<file path="config.mk">
export PLATFORM = sky130hd
export DESIGN_NAME = cswp_top
export DESIGN_NICKNAME = d
export VERILOG_FILES = /design/src/rtl/cswp_pkg.sv /design/src/rtl/cswp_region_map.sv /design/src/rtl/cswp_seq_decode.sv /design/src/rtl/cswp_id_mux.sv /design/src/rtl/cswp_top.sv
export SDC_FILE = /design/constraint.sdc
export NUM_CORES = 1
export LEC_CHECK = 0
export ABC_AREA = 1
export ABC_CLOCK_PERIOD_IN_PS = 2000
export CAP_MARGIN = 0
export CORE_UTILIZATION = 40
export DETAILED_ROUTE_END_ITERATION = 8
export PLACE_DENSITY = 0.8
export SLEW_MARGIN = 40
export SYNTH_ARGS = -nofsm -noshare
export SYNTH_HDL_FRONTEND = slang
export SYNTH_SLANG_ARGS = --single-unit
</file>
<file path="constraint.sdc">
create_clock -name clk -period 2 [get_ports clk]
set_input_delay 0.4 -clock clk [delete_from_list [all_inputs] [get_ports clk]]
set_output_delay 0.4 -clock clk [all_outputs]
set_load 0.05 [all_outputs]
</file>
<file path="src/rtl/cswp_pkg.sv">
package cswp_pkg;

    localparam logic [16:0] CMD_ADDR_A = 17'h05555;
    localparam logic [16:0] CMD_ADDR_B = 17'h02AAA;
    localparam logic [7:0]  KEY_A      = 8'hAA;
    localparam logic [7:0]  KEY_B      = 8'h55;
    localparam logic [7:0]  OP_PROT_ON = 8'hA0;
    localparam logic [7:0]  OP_EXTEND  = 8'h80;
    localparam logic [7:0]  OP_ID_ON   = 8'h90;
    localparam logic [7:0]  OP_ID_OFF  = 8'hF0;
    localparam logic [7:0]  OP_PROT_OFF = 8'h20;
    localparam logic [7:0]  OP_ERASE   = 8'h10;
    localparam logic [7:0]  OP_LOCK    = 8'h40;
    localparam logic [7:0]  LOCK_KEY   = 8'h00;
    localparam logic [7:0]  VENDOR_CODE = 8'h1F;
    localparam logic [7:0]  DEVICE_CODE = 8'hD5;

    typedef enum logic [2:0] {
        SQ_IDLE, SQ_P1, SQ_P2, SQ_X3, SQ_X4, SQ_X5, SQ_LK
    } seq_e;

    typedef struct packed {
        logic prot_on;
        logic prot_off;
        logic id_on;
        logic id_off;
        logic erase;
        logic lock_lo;
        logic lock_hi;
    } cmd_ev_t;

    typedef struct packed {
        seq_e seq;
        logic armed;
        logic data_seen;
        logic hit_lo;
        logic hit_hi;
        logic erase_req;
        logic id_mode;
        logic allow;
        logic dummy;
        logic erase;
    } vol_t;

    typedef struct packed {
        logic prot;
        logic lock_lo;
        logic lock_hi;
    } nv_t;

endpackage

</file>
<file path="src/rtl/cswp_region_map.sv">
module cswp_region_map #(
    parameter int ADDR_W = 17,
    parameter int BOOT_W = 13
) (
    input  logic [ADDR_W-1:0] addr,
    output logic [1:0]        in_region
);
    localparam int TAG_W = ADDR_W - BOOT_W;

    for (genvar g = 0; g < 2; g++) begin : g_region
        localparam logic [TAG_W-1:0] TAG = (g == 0) ? '0 : '1;
        assign in_region[g] = (addr[ADDR_W-1:BOOT_W] == TAG);
    end
endmodule

</file>
<file path="src/rtl/cswp_seq_decode.sv">
module cswp_seq_decode
    import cswp_pkg::*;
#(
    parameter int ADDR_W = 17,
    parameter int DATA_W = 8
) (
    input  seq_e              seq_q,
    input  logic [ADDR_W-1:0] addr,
    input  logic [DATA_W-1:0] data,
    input  logic [1:0]        in_region,
    output seq_e              seq_d,
    output logic              is_cmd,
    output cmd_ev_t           ev
);
    logic at_a, at_b, key_a, key_b;

    always_comb begin
        at_a  = (addr == ADDR_W'(CMD_ADDR_A));
        at_b  = (addr == ADDR_W'(CMD_ADDR_B));
        key_a = at_a && (data == DATA_W'(KEY_A));
        key_b = at_b && (data == DATA_W'(KEY_B));
        ev     = '0;
        is_cmd = 1'b1;
        seq_d  = SQ_IDLE;
        unique case (seq_q)
            SQ_P1: if (key_b) seq_d = SQ_P2;
                   else is_cmd = 1'b0;
            SQ_P2: begin
                if (at_a && data == DATA_W'(OP_PROT_ON))      ev.prot_on = 1'b1;
                else if (at_a && data == DATA_W'(OP_EXTEND))  seq_d = SQ_X3;
                else if (at_a && data == DATA_W'(OP_ID_ON))   ev.id_on = 1'b1;
                else if (at_a && data == DATA_W'(OP_ID_OFF))  ev.id_off = 1'b1;
                else is_cmd = 1'b0;
            end
            SQ_X3: if (key_a) seq_d = SQ_X4;
                   else is_cmd = 1'b0;
            SQ_X4: if (key_b) seq_d = SQ_X5;
                   else is_cmd = 1'b0;
            SQ_X5: begin
                if (at_a && data == DATA_W'(OP_PROT_OFF))     ev.prot_off = 1'b1;
                else if (at_a && data == DATA_W'(OP_ERASE))   ev.erase = 1'b1;
                else if (at_a && data == DATA_W'(OP_LOCK))    seq_d = SQ_LK;
                else is_cmd = 1'b0;
            end
            SQ_LK: begin
                if (data == DATA_W'(LOCK_KEY) && in_region[0])      ev.lock_lo = 1'b1;
                else if (data == DATA_W'(LOCK_KEY) && in_region[1]) ev.lock_hi = 1'b1;
                else is_cmd = 1'b0;
            end
            default: is_cmd = 1'b0;
        endcase
        // a first-key write always (re)starts the prefix
        if (!is_cmd && key_a) begin
            is_cmd = 1'b1;
            seq_d  = SQ_P1;
        end
    end
endmodule

</file>
<file path="src/rtl/cswp_id_mux.sv">
module cswp_id_mux
    import cswp_pkg::*;
#(
    parameter int ADDR_W = 17,
    parameter int DATA_W = 8
) (
    input  logic              id_mode,
    input  logic [ADDR_W-1:0] rd_addr,
    input  logic              lock_lo,
    input  logic              lock_hi,
    output logic [DATA_W-1:0] id_data
);
    localparam logic [ADDR_W-1:0] ID_VEND = ADDR_W'(0);
    localparam logic [ADDR_W-1:0] ID_DEV  = ADDR_W'(1);
    localparam logic [ADDR_W-1:0] ID_LO   = ADDR_W'(2);
    localparam logic [ADDR_W-1:0] ID_HI   = {{(ADDR_W-4){1'b1}}, 4'h2};

    always_comb begin
        id_data = '0;
        if (id_mode) begin
            if (rd_addr == ID_VEND)      id_data = DATA_W'(VENDOR_CODE);
            else if (rd_addr == ID_DEV)  id_data = DATA_W'(DEVICE_CODE);
            else if (rd_addr == ID_LO)   id_data = {{(DATA_W-1){1'b1}}, lock_lo};
            else if (rd_addr == ID_HI)   id_data = {{(DATA_W-1){1'b1}}, lock_hi};
        end
    end
endmodule

</file>
<file path="src/rtl/cswp_top.sv">
module cswp_top
    import cswp_pkg::*;
#(
    parameter int ADDR_W = 17,
    parameter int DATA_W = 8,
    parameter int BOOT_W = 13
) (
    input  logic              clk,
    input  logic              rst_n,
    input  logic              blank_n,
    input  logic              ld_valid,
    input  logic [ADDR_W-1:0] ld_addr,
    input  logic [DATA_W-1:0] ld_data,
    input  logic              cyc_start,
    input  logic [ADDR_W-1:0] rd_addr,
    output logic              allow_prog,
    output logic              dummy_cycle,
    output logic              erase_go,
    output logic              id_active,
    output logic [DATA_W-1:0] id_data
);
    vol_t    vol_d, vol_q;
    nv_t     nv_d, nv_q;
    logic [1:0] in_region;
    seq_e    dec_seq;
    logic    dec_cmd;
    cmd_ev_t dec_ev;
    logic    locked_hit;
    logic    prot_w, lock_lo_w, lock_hi_w;

    cswp_region_map #(.ADDR_W(ADDR_W), .BOOT_W(BOOT_W)) u_map (
        .addr      (ld_addr),
        .in_region (in_region)
    );

    cswp_seq_decode #(.ADDR_W(ADDR_W), .DATA_W(DATA_W)) u_dec (
        .seq_q     (vol_q.seq),
        .addr      (ld_addr),
        .data      (ld_data),
        .in_region (in_region),
        .seq_d     (dec_seq),
        .is_cmd    (dec_cmd),
        .ev        (dec_ev)
    );

    cswp_id_mux #(.ADDR_W(ADDR_W), .DATA_W(DATA_W)) u_id (
        .id_mode (vol_q.id_mode),
        .rd_addr (rd_addr),
        .lock_lo (nv_q.lock_lo),
        .lock_hi (nv_q.lock_hi),
        .id_data (id_data)
    );

    always_comb begin
        vol_d       = vol_q;
        nv_d        = nv_q;
        vol_d.allow = 1'b0;
        vol_d.dummy = 1'b0;
        vol_d.erase = 1'b0;
        locked_hit  = (vol_q.hit_lo && nv_q.lock_lo) || (vol_q.hit_hi && nv_q.lock_hi);
        if (cyc_start) begin
            if (vol_q.erase_req) begin
                if (nv_q.lock_lo || nv_q.lock_hi) vol_d.dummy = 1'b1;
                else                              vol_d.erase = 1'b1;
            end else if (vol_q.data_seen) begin
                if ((nv_q.prot && !vol_q.armed) || locked_hit) vol_d.dummy = 1'b1;
                else                                           vol_d.allow = 1'b1;
            end
            vol_d.seq       = SQ_IDLE;
            vol_d.armed     = 1'b0;
            vol_d.data_seen = 1'b0;
            vol_d.hit_lo    = 1'b0;
            vol_d.hit_hi    = 1'b0;
            vol_d.erase_req = 1'b0;
        end else if (ld_valid) begin
            vol_d.seq = dec_seq;
            if (dec_ev.prot_on) begin
                nv_d.prot = 1'b1;
                if (!vol_q.data_seen) vol_d.armed = 1'b1;
            end
            if (dec_ev.prot_off) nv_d.prot      = 1'b0;
            if (dec_ev.id_on)    vol_d.id_mode  = 1'b1;
            if (dec_ev.id_off)   vol_d.id_mode  = 1'b0;
            if (dec_ev.erase)    vol_d.erase_req = 1'b1;
            if (dec_ev.lock_lo)  nv_d.lock_lo   = 1'b1;
            if (dec_ev.lock_hi)  nv_d.lock_hi   = 1'b1;
            if (!dec_cmd) begin
                vol_d.data_seen = 1'b1;
                vol_d.hit_lo    = vol_q.hit_lo | in_region[0];
                vol_d.hit_hi    = vol_q.hit_hi | in_region[1];
            end
        end
    end

    always_ff @(posedge clk or negedge rst_n) begin
        if (!rst_n) vol_q <= '{seq: SQ_IDLE, default: 1'b0};
        else        vol_q <= vol_d;
    end

    // nonvolatile cells: only the blank-part input clears them
    always_ff @(posedge clk or negedge blank_n) begin
        if (!blank_n) nv_q <= '0;
        else          nv_q <= nv_d;
    end

    assign allow_prog  = vol_q.allow;
    assign dummy_cycle = vol_q.dummy;
    assign erase_go    = vol_q.erase;
    assign id_active   = vol_q.id_mode;
    assign prot_w      = nv_q.prot;
    assign lock_lo_w   = nv_q.lock_lo;
    assign lock_hi_w   = nv_q.lock_hi;
endmodule

</file>
==> run_results.csv, run 1 <==
group,metric,value,unit
final_layout,drive_above_1_share,0.316,
power,pwr_density_cell,299,nW/µm²
global_routing,grt_overflow,0,
power,vdd_drop_max,0.195,mV
worst_setup_path,arrival,1890,ps
final_layout,multi_input_area,1120,µm²
sta,fin_ws,-292,ps
sta,post-route-period-util,1.15,
floorplan,dieWidth,65.8,µm
floorplan,core_area,3770,µm²
worst_setup_path,crit_fanout,3,
synth,yosysWarnings,0,
synth,synth-seq-cells,15,
worst_setup_path,crit_path_end_kind,"primary output",
worst_setup_path,crit_chain,"buf_6 -> or2_4 -> nor4_4 -> nand4_1 -> nand3_1 -> nand2_2 -> clkinvlp_4 -> buf_12",
placement,place.gp.congestion,0.915,
routing,wirelength,4.85,mm
synth,seq_area_frac_synth,0.231,
synth,synth_compound_area_frac,0.122,
cts,clk_pin_slew_worst_paths,60,ps
synth,synthSimpleGateAreaFrac,0.511,
final_layout,final_cell_mix,"nand2_1 (50), nor2_1 (40), inv_1 (38)",
routing,drtAntennaViolNets,0,
sta,fmax,0.436,GHz
global_routing,grt_util_all_layers,0.239,
sta,rsz0062_at_grt,"true",
cts,cts_tree,"yes",
floorplan,fp.dieArea,4330,µm²
final_layout,nFillCells,325,
sta,slew_violations,0,
sta,worst_pin_slew,542,ps
worst_setup_path,start_kind,"input port",
global_routing,grt_pass1_vias,1973,
final_layout,regArea,375,µm²
power,power.leakage,1.29,nW
placement,numPortBuffers,58,
synth,synth.avg_cell_area,6.03,µm²
final_layout,num_antenna_cells,0,
floorplan,io_pins,59,
synth,synth_nets,317,
synth,synth_xor_area_frac,0,
floorplan,initial_core_util,0.432,
status,violations,"negative setup slack",
synth,syn_inst,270,
synth,synthAdderAreaFrac,0,
global_routing,grt_start_max_net_pins,13,
synth,synth_area,1630,µm²
sta,setup_viol,8,
worst_setup_path,slowest_stage,"nor4_4",
status,status,"complete, but fails checks",
job,cap_violations,0,
cts,clock_sinks,15,
routing,dr_total_vias,2048,
synth,ys_types,34,
final_layout,fin_util,0.706,
placement,dp_slack,-524,ps
cts,cts_made_buffers,3,
synth,synth_top_family_by_area,"simple AND/OR/NAND/NOR gates",
worst_setup_path,setup.worst_path.class,"in -> out",
routing,first_iter_violations,147,
sta,skew,3.17,ps
final_layout,syn2layout_area_growth,63.6,%
routing,firstDrtPassIters,4,
cts,htreeDepth,1,
routing,wire_per_inst,11.9,µm
floorplan,die_y,65.8,µm
final_layout,fin_nets,409,
routing,via_per_inst,5.01,
routing,drc,0,
cts,cts_buffer_depth,2,
final_layout,layout_commonest_cell,"nand2_1",
global_routing,grt_pass1_wl,8.09,mm
synth,synth.area.top_cells,"dfrtp_1 (23%), nand2_1 (12%), nor2_1 (10%), inv_1 (9.9%), nand3_1 (6.5%)",
synth,synth.top_cell.area_share,0.231,
synth,synth_top_cell_by_area,"dfrtp_1",
synth,synthMuxAreaShare,0,
sta,hold_viol_final,0,
global_routing,antenna_found_initial,0,
cts,cts_root_buf,"clkbuf_8",
sta,whs,323,ps
sta,slew_headroom,0.637,
worst_setup_path,cp_data_required_time,1600,ps
min_path,hold_path.class,"in -> async",
cts,clk_latency,250,ps
sta,finalCriticalPeriod,2290,ps
worst_setup_path,cpPeakStageDelay,340,ps
floorplan,core.rowCount,22,
placement,dp_hpwl,3.93,mm
-- area by class of cell --
type	instances	share of cell area
clock buffers	3	0.0155
clock inverters	1	0.00188
inverters	52	0.0747
multi-input cells	199	0.420
flip-flops and latches	15	0.141
well taps	48	0.0225
repair buffers	91	0.325
-- through the flow --
step           total power [mW]  cells  instance area [µm²]  TNS (ps)
4_1_cts                   0.791    407                 2650     -1710
6_report                  0.797    409                 2660     -1980
3_5_place_dp              0.544    396                 2510     -4350
3_3_place_gp              0.539    396                 2510     -3900
2_1_floorplan             0.392    270                 1650      -947
5_1_grt                   0.831    409                 2660     -2610
-- worst max-delay path, delay by kind of cell --
kind	cells	cell delay, ps
simple gates	5	1140
buf+inv	3	340
-- what timing repair did --
item / in CTS / in global routing
setup buffers: 7 / 2
pin swaps: 15 / 7
hold buffers: 0 / 0
setup endpoints to repair: 8 / 10
resized for setup: 54 / 19
-- kinds of logic (layout without fill, tap and decap cells) --
family,Yosys count,after routing
buffers and inverters,56,147
AND/OR/NAND/NOR,167,167
flip-flops,15,15
AO/OA/AOI/OAI,32,32
-- registers in the layout (all words and copies together), names as in the netlist --
| name | cells |
|---|---|
| vol_q | 8 |
| id_active | 1 |
| allow_prog | 1 |
| lock_hi_w | 1 |
| lock_lo_w | 1 |
| erase_go | 1 |
| prot_w | 1 |
| dummy_cycle | 1 |
-- layer usage --
layer  vias to the layer above  global-route usage  routed length, µm
met5                         -                   0                  0
met4                         0              0.0625                 61
met3                         8              0.0207                195
met2                        67               0.460               2450
met1                       920               0.275               2140
li1                       1053                   -                  -
-- synth_stat cells, drive strengths merged --
master	number
o32ai	1
a311oi	1
o21ai	17
and3	1
o2111ai	1
nor2	58
nor3	7
a21oi	6
nand3	25
inv	52
nand2	58
or2	1
o211ai	3
nor4	5
buf	3
a22oi	1
a21boi	1
and2	1
clkbuf	1
dfrtp	15
nand4	11
o22ai	1
-- path summary, 6_finish.rpt --
kind,cells after the start,to,start,slack [ps]
min reg2reg,1,erase_go,lock_hi_w,440
max,8,id_data[3],rd_addr[4],-290
max in group asynchronous,1,vol_q[11],rst_n,1140
min,1,lock_hi_w,blank_n,320
min in group clk,1,erase_go,lock_hi_w,440
max reg2reg,9,vol_q[6],vol_q[9],360
-- power breakdown --
part,leakage [nW],switching (mW),total (mW),internal [mW]
logic,1.07,0.114,0.239,0.125
clock network,0.0255,0.111,0.249,0.138
registers,0.196,0.00167,0.309,0.308
Note: power is estimated with default switching activity, not from simulation.
==> inputs of run 2 (changes only) <==
--- a/config.mk
+++ b/config.mk
@@ -8,9 +8,9 @@
 export ABC_AREA = 1
 export ABC_CLOCK_PERIOD_IN_PS = 2000
 export CAP_MARGIN = 0
-export CORE_UTILIZATION = 40
+export CORE_UTILIZATION = 45
 export DETAILED_ROUTE_END_ITERATION = 8
-export PLACE_DENSITY = 0.8
+export PLACE_DENSITY = 0.88
 export SLEW_MARGIN = 40
 export SYNTH_ARGS = -nofsm -noshare
 export SYNTH_HDL_FRONTEND = slang
==> run_results.csv, run 2 (synthesis results as in run 1) <==
group,metric,value,unit
status,status,"complete, but fails checks",
status,violations,"negative setup slack",
floorplan,fp.dieArea,3860,µm²
final_layout,drive_above_1_share,0.310,
worst_setup_path,worstReg2RegStart,"vol_q[9]",
cts,cts_root_buf,"clkbuf_4",
min_path,hold_path.class,"in -> async",
sta,whs,286,ps
worst_setup_path,setup.worst_path.class,"in -> out",
sta,worst_pin_slew,545,ps
routing,first_iter_violations,118,
placement,place.gp.congestion,0.891,
worst_setup_path,arrival,1970,ps
sta,skew,2.49,ps
global_routing,grt_overflow,0,
final_layout,syn2layout_area_growth,65.9,%
worst_setup_path,start_kind,"input port",
floorplan,core.rowCount,21,
sta,hold_viol_final,0,
final_layout,largest_reg_flops,8,
cts,clk_pin_slew_worst_paths,90,ps
global_routing,grt_start_max_net_pins,13,
floorplan,die_y,62.1,µm
power,total_power,0.734,mW
sta,fin_setup_tns,-2600,ps
sta,post-route-period-util,1.18,
worst_setup_path,crit_fanout,3,
worst_setup_path,reg2reg_to,"vol_q[6]",
routing,wire_per_inst,13.3,µm
placement,dp_slack,-587,ps
placement,numPortBuffers,58,
cts,clk_latency,290,ps
routing,dr_total_vias,2145,
floorplan,core_area,3390,µm²
sta,fin_ws,-366,ps
cts,htreeDepth,1,
cts,cts_tree,"yes",
routing,wirelength,5.49,mm
power,vdd_drop_max,0.288,mV
sta,fmax,0.423,GHz
worst_setup_path,reg2reg_depth,6,
worst_setup_path,cp_data_required_time,1600,ps
worst_setup_path,crit_path_end,"id_data[1]",
global_routing,grt_util_all_layers,0.290,
floorplan,io_pins,59,
final_layout,layout_commonest_cell,"nand2_1",
sta,rsz0062_at_grt,"true",
worst_setup_path,ff2ff_setup_slack,400,ps
routing,drc,0,
sta,slew_headroom,0.636,
power,pwr_density_cell,272,nW/µm²
cts,cts_buffer_depth,2,
routing,drtAntennaViolNets,0,
final_layout,regMostFlops,"vol_q",
floorplan,initial_core_util,0.480,
worst_setup_path,startpoint,"rd_addr[9]",
final_layout,fin_nets,413,
placement,dp_hpwl,4.08,mm
routing,via_per_inst,5.22,
global_routing,grt_pass1_vias,2228,
power,power.leakage,1.30,nW
job,cap_violations,0,
sta,setup_viol,8,
cts,cts_made_buffers,3,
floorplan,dieWidth,62.1,µm
routing,firstDrtPassIters,4,
worst_setup_path,crit_path_end_kind,"primary output",
cts,clock_sinks,15,
sta,finalCriticalPeriod,2370,ps
cts,ctsHoldBuffers,0,
sta,slew_violations,0,
global_routing,grt_pass1_wl,9.08,mm
final_layout,final_cell_mix,"nand2_1 (49), nor2_1 (40), inv_1 (39)",
global_routing,antenna_found_initial,0,
final_layout,num_antenna_cells,0,
-- run 2: routing by layer --
layer / global-route usage / share of wire / vias to the layer above
li1: - / - / 1065
met1: 0.293 / 0.38 / 959
met2: 0.569 / 0.53 / 101
met3: 0.0570 / 0.060 / 20
met4: 0.119 / 0.032 / 0
met5: 0 / 0 / -
-- run 2: how the worst min path moves through the flow --
stage,depth (start not counted),startpoint,slack (ps),end
final,1,blank_n,290,lock_lo_w
after global routing,1,blank_n,270,prot_w
after CTS,1,blank_n,290,lock_lo_w
after detailed placement,1,lock_hi_w,430,erase_go
after global placement,1,lock_hi_w,420,erase_go
after floorplan,0,rst_n,100,allow_prog
-- run 2: cell type report --
cell class / instances / area (µm²)
multi-input cells: 199 / 1130
repair buffers: 95 / 910
fillers: 251 / 688
flip-flops and latches: 15 / 375
inverters: 52 / 199
well taps: 46 / 57.6
clock buffers: 3 / 22.5
clock inverters: 1 / 5.00
-- run 2: timing repair --
action | in CTS | in global routing
setup endpoints to repair | 8 | 9
pin swaps | 15 | 7
gates resized for setup | 59 | 13
buffers inserted | 10 | 1
-- run 2: through the flow --
| step | util | instance area (µm²) | std cells |
|---|---|---|---|
| 2_1_floorplan | - | 1650 | 270 |
| 3_3_place_gp | 0.745 | 2520 | 396 |
| 3_5_place_dp | 0.745 | 2520 | 396 |
| 4_1_cts | 0.786 | 2660 | 410 |
| 5_1_grt | 0.797 | 2700 | 411 |
| 6_report | 0.797 | 2700 | 411 |
-- run 2: worst max-delay path, stage by stage --
cell and delay (ps):
buf_8 100, nor2_4 100, nand4_1 160, nor4_4 330, buf_4 170, nand4_1 230, nand3_2 150, nand2_2 70
clkinvlp_4 120, buf_12 140
-- run 2: power breakdown --
group | internal, mW | switching (mW) | total [mW] | leakage, nW
combinational | 0.128 | 0.122 | 0.250 | 1.09
clock | 0.0744 | 0.101 | 0.176 | 0.0177
sequential | 0.307 | 0.00160 | 0.309 | 0.196
==> inputs of run 3 (changes only) <==
--- a/config.mk
+++ b/config.mk
@@ -6,11 +6,11 @@
 export NUM_CORES = 1
 export LEC_CHECK = 0
 export ABC_AREA = 1
-export ABC_CLOCK_PERIOD_IN_PS = 2000
+export ABC_CLOCK_PERIOD_IN_PS = 2750
 export CAP_MARGIN = 0
-export CORE_UTILIZATION = 45
+export CORE_UTILIZATION = 49
 export DETAILED_ROUTE_END_ITERATION = 8
-export PLACE_DENSITY = 0.88
+export PLACE_DENSITY = 0.94
 export SLEW_MARGIN = 40
 export SYNTH_ARGS = -nofsm -noshare
 export SYNTH_HDL_FRONTEND = slang
==> constraint.sdc (replaced) <==
create_clock -name clk -period 2.75 [get_ports clk]
set_input_delay 0.55 -clock clk [delete_from_list [all_inputs] [get_ports clk]]
set_output_delay 0.55 -clock clk [all_outputs]
set_load 0.05 [all_outputs]
==> run_results.csv, run 3 (synthesis results as in run 1) <==
group,metric,value,unit
worst_setup_path,crit_chain,"clkdlybuf4s50_1 -> nor4_4 -> nand2_1 -> buf_4 -> a21oi_1 -> buf_12",
routing,wire_per_inst,12.8,µm
status,status,"complete, but fails checks",
cts,clk_pin_slew_worst_paths,90,ps
cts,cts_made_buffers,3,
worst_setup_path,worst-path-buf-inv,3,
sta,slew_violations,0,
worst_setup_path,crit_path_end_kind,"primary output",
sta,setup_viol,3,
power,vdd_drop_max,0.211,mV
sta,hold_viol_final,0,
routing,first_iter_violations,92,
floorplan,initial_core_util,0.525,
worst_setup_path,setup.worst_path.class,"in -> out",
final_layout,regMostFlops,"vol_q",
final_layout,layout_commonest_cell,"nand2_1",
worst_setup_path,cp_data_required_time,2200,ps
worst_setup_path,crit_fanout,3,
routing,drtAntennaViolNets,0,
sta,slew_headroom,0.637,
sta,finalCriticalPeriod,2790,ps
final_layout,drive_above_1_share,0.189,
placement,numPortBuffers,58,
worst_setup_path,cp.depth,6,
sta,post-route-period-util,1.01,
sta,fmax,0.359,GHz
job,cap_violations,0,
power,pwr_density_cell,208,nW/µm²
power,power.leakage,1.14,nW
min_path,hold_path.class,"in -> async",
worst_setup_path,cpPeakStageDelay,460,ps
cts,clk_latency,290,ps
routing,dr_total_vias,2025,
final_layout,syn2layout_area_growth,49.2,%
cts,htreeDepth,1,
final_layout,final_cell_mix,"nand2_1 (52), nor2_1 (42), inv_1 (41)",
global_routing,grt_pass1_wl,7.31,mm
worst_setup_path,ff2ff_setup_slack,1170,ps
floorplan,io_pins,59,
cts,cts_root_buf,"clkbuf_4",
floorplan,core.rowCount,20,
final_layout,num_antenna_cells,0,
status,violations,"negative setup slack",
floorplan,dieWidth,59.6,µm
global_routing,antenna_found_initial,0,
cts,ctsHoldBuffers,0,
routing,wirelength,4.82,mm
cts,clock_sinks,15,
sta,skew,2.11,ps
final_layout,fin_util,0.783,
floorplan,die_y,59.6,µm
floorplan,fp.dieArea,3560,µm²
worst_setup_path,critPathTopFamily,"buffers and inverters",
placement,dp_slack,-114,ps
sta,worst_pin_slew,542,ps
global_routing,grt_start_max_net_pins,13,
routing,firstDrtPassIters,5,
global_routing,grt_pass1_vias,1764,
routing,drc,0,
placement,dp_hpwl,3.74,mm
worst_setup_path,slowest_stage,"clkdlybuf4s50_1",
cts,cts_tree,"yes",
worst_setup_path,reg2reg_to,"vol_q[6]",
final_layout,largest_reg_flops,8,
placement,place.gp.congestion,0.931,
worst_setup_path,worstReg2RegStart,"vol_q[9]",
final_layout,stdcell_area,2430,µm²
worst_setup_path,reg2reg_depth,9,
cts,cts_buffer_depth,2,
worst_setup_path,arrival,2240,ps
sta,fin_ws,-36.3,ps
floorplan,core_area,3100,µm²
final_layout,fin_nets,381,
placement,placed_area,2320,µm²
worst_setup_path,start_kind,"input port",
global_routing,grt_overflow,0,
global_routing,grt_util_all_layers,0.270,
routing,via_per_inst,5.37,
-- run 3: cell count changes in the layout (fill, tap and decap cells not counted), moves of 4 or more --
| cell | change |
|---|---|
| dlygate4sd2_1 | +6 |
| clkdlybuf4s50_1 | +5 |
| buf_4 | -32 |
| buf_6 | -4 |
-- run 3: area by class of cell --
type | count | area (µm²)
fillers | 232 | 674
multi-input cells | 199 | 1090
flip-flops and latches | 15 | 375
clock inverters | 1 | 5.00
inverters | 52 | 195
well taps | 44 | 55.1
clock buffers | 3 | 22.5
repair buffers | 63 | 689
-- run 3: repair_timing --
item	CTS	global route
pin swaps	12	7
setup buffers	3	2
resized for setup	13	11
setup endpoints to repair	6	8
-- run 3: worst register-to-register path, stage by stage, from the launching register on --
cell and delay, ps:
dfrtp_1 510, inv_2 70, nor3_1 310, nand3_1 160, nand3_1 100, nor2_1 50
nand4_1 90, nand2_1 60, nand3_1 70, nand2_1 60
-- run 3: how the worst max path moves through the flow --
| stage | startpoint | endpoint | slack [ps] |
|---|---|---|---|
| 2_1_floorplan | rd_addr[4] | id_data[4] | 20 |
| 3_3_place_gp | rd_addr[4] | id_data[4] | -60 |
| 3_5_place_dp | rd_addr[4] | id_data[4] | -110 |
| 4_1_cts | rd_addr[4] | id_data[4] | 10 |
| 5_1_grt | rd_addr[16] | id_data[5] | -80 |
| 6_report | rd_addr[16] | id_data[5] | -40 |
-- run 3: routing by layer --
layer,track usage,vias up,part of all wire
met5,0,-,0
met4,0.0598,0,0.0075
met3,0.0590,6,0.080
met2,0.506,94,0.51
met1,0.310,923,0.40
li1,-,1002,-
-- run 3: power by group --
part,switching (mW),internal (mW)
clock network,0.0749,0.0541
logic,0.0774,0.0741
registers,0.00118,0.223
total,0.154,0.352
-- run 3: stage by stage --
| stage | hold WS (ps) | TNS (ps) | cells | power (mW) |
|---|---|---|---|---|
| 2_1_floorplan | 254 | 0 | 270 | 0.285 |
| 3_3_place_gp | 421 | -157 | 368 | 0.376 |
| 3_5_place_dp | 442 | -451 | 368 | 0.379 |
| 4_1_cts | 441 | 0 | 375 | 0.500 |
| 5_1_grt | 431 | -333 | 377 | 0.531 |
| 6_report | 440 | -77.6 | 377 | 0.505 |
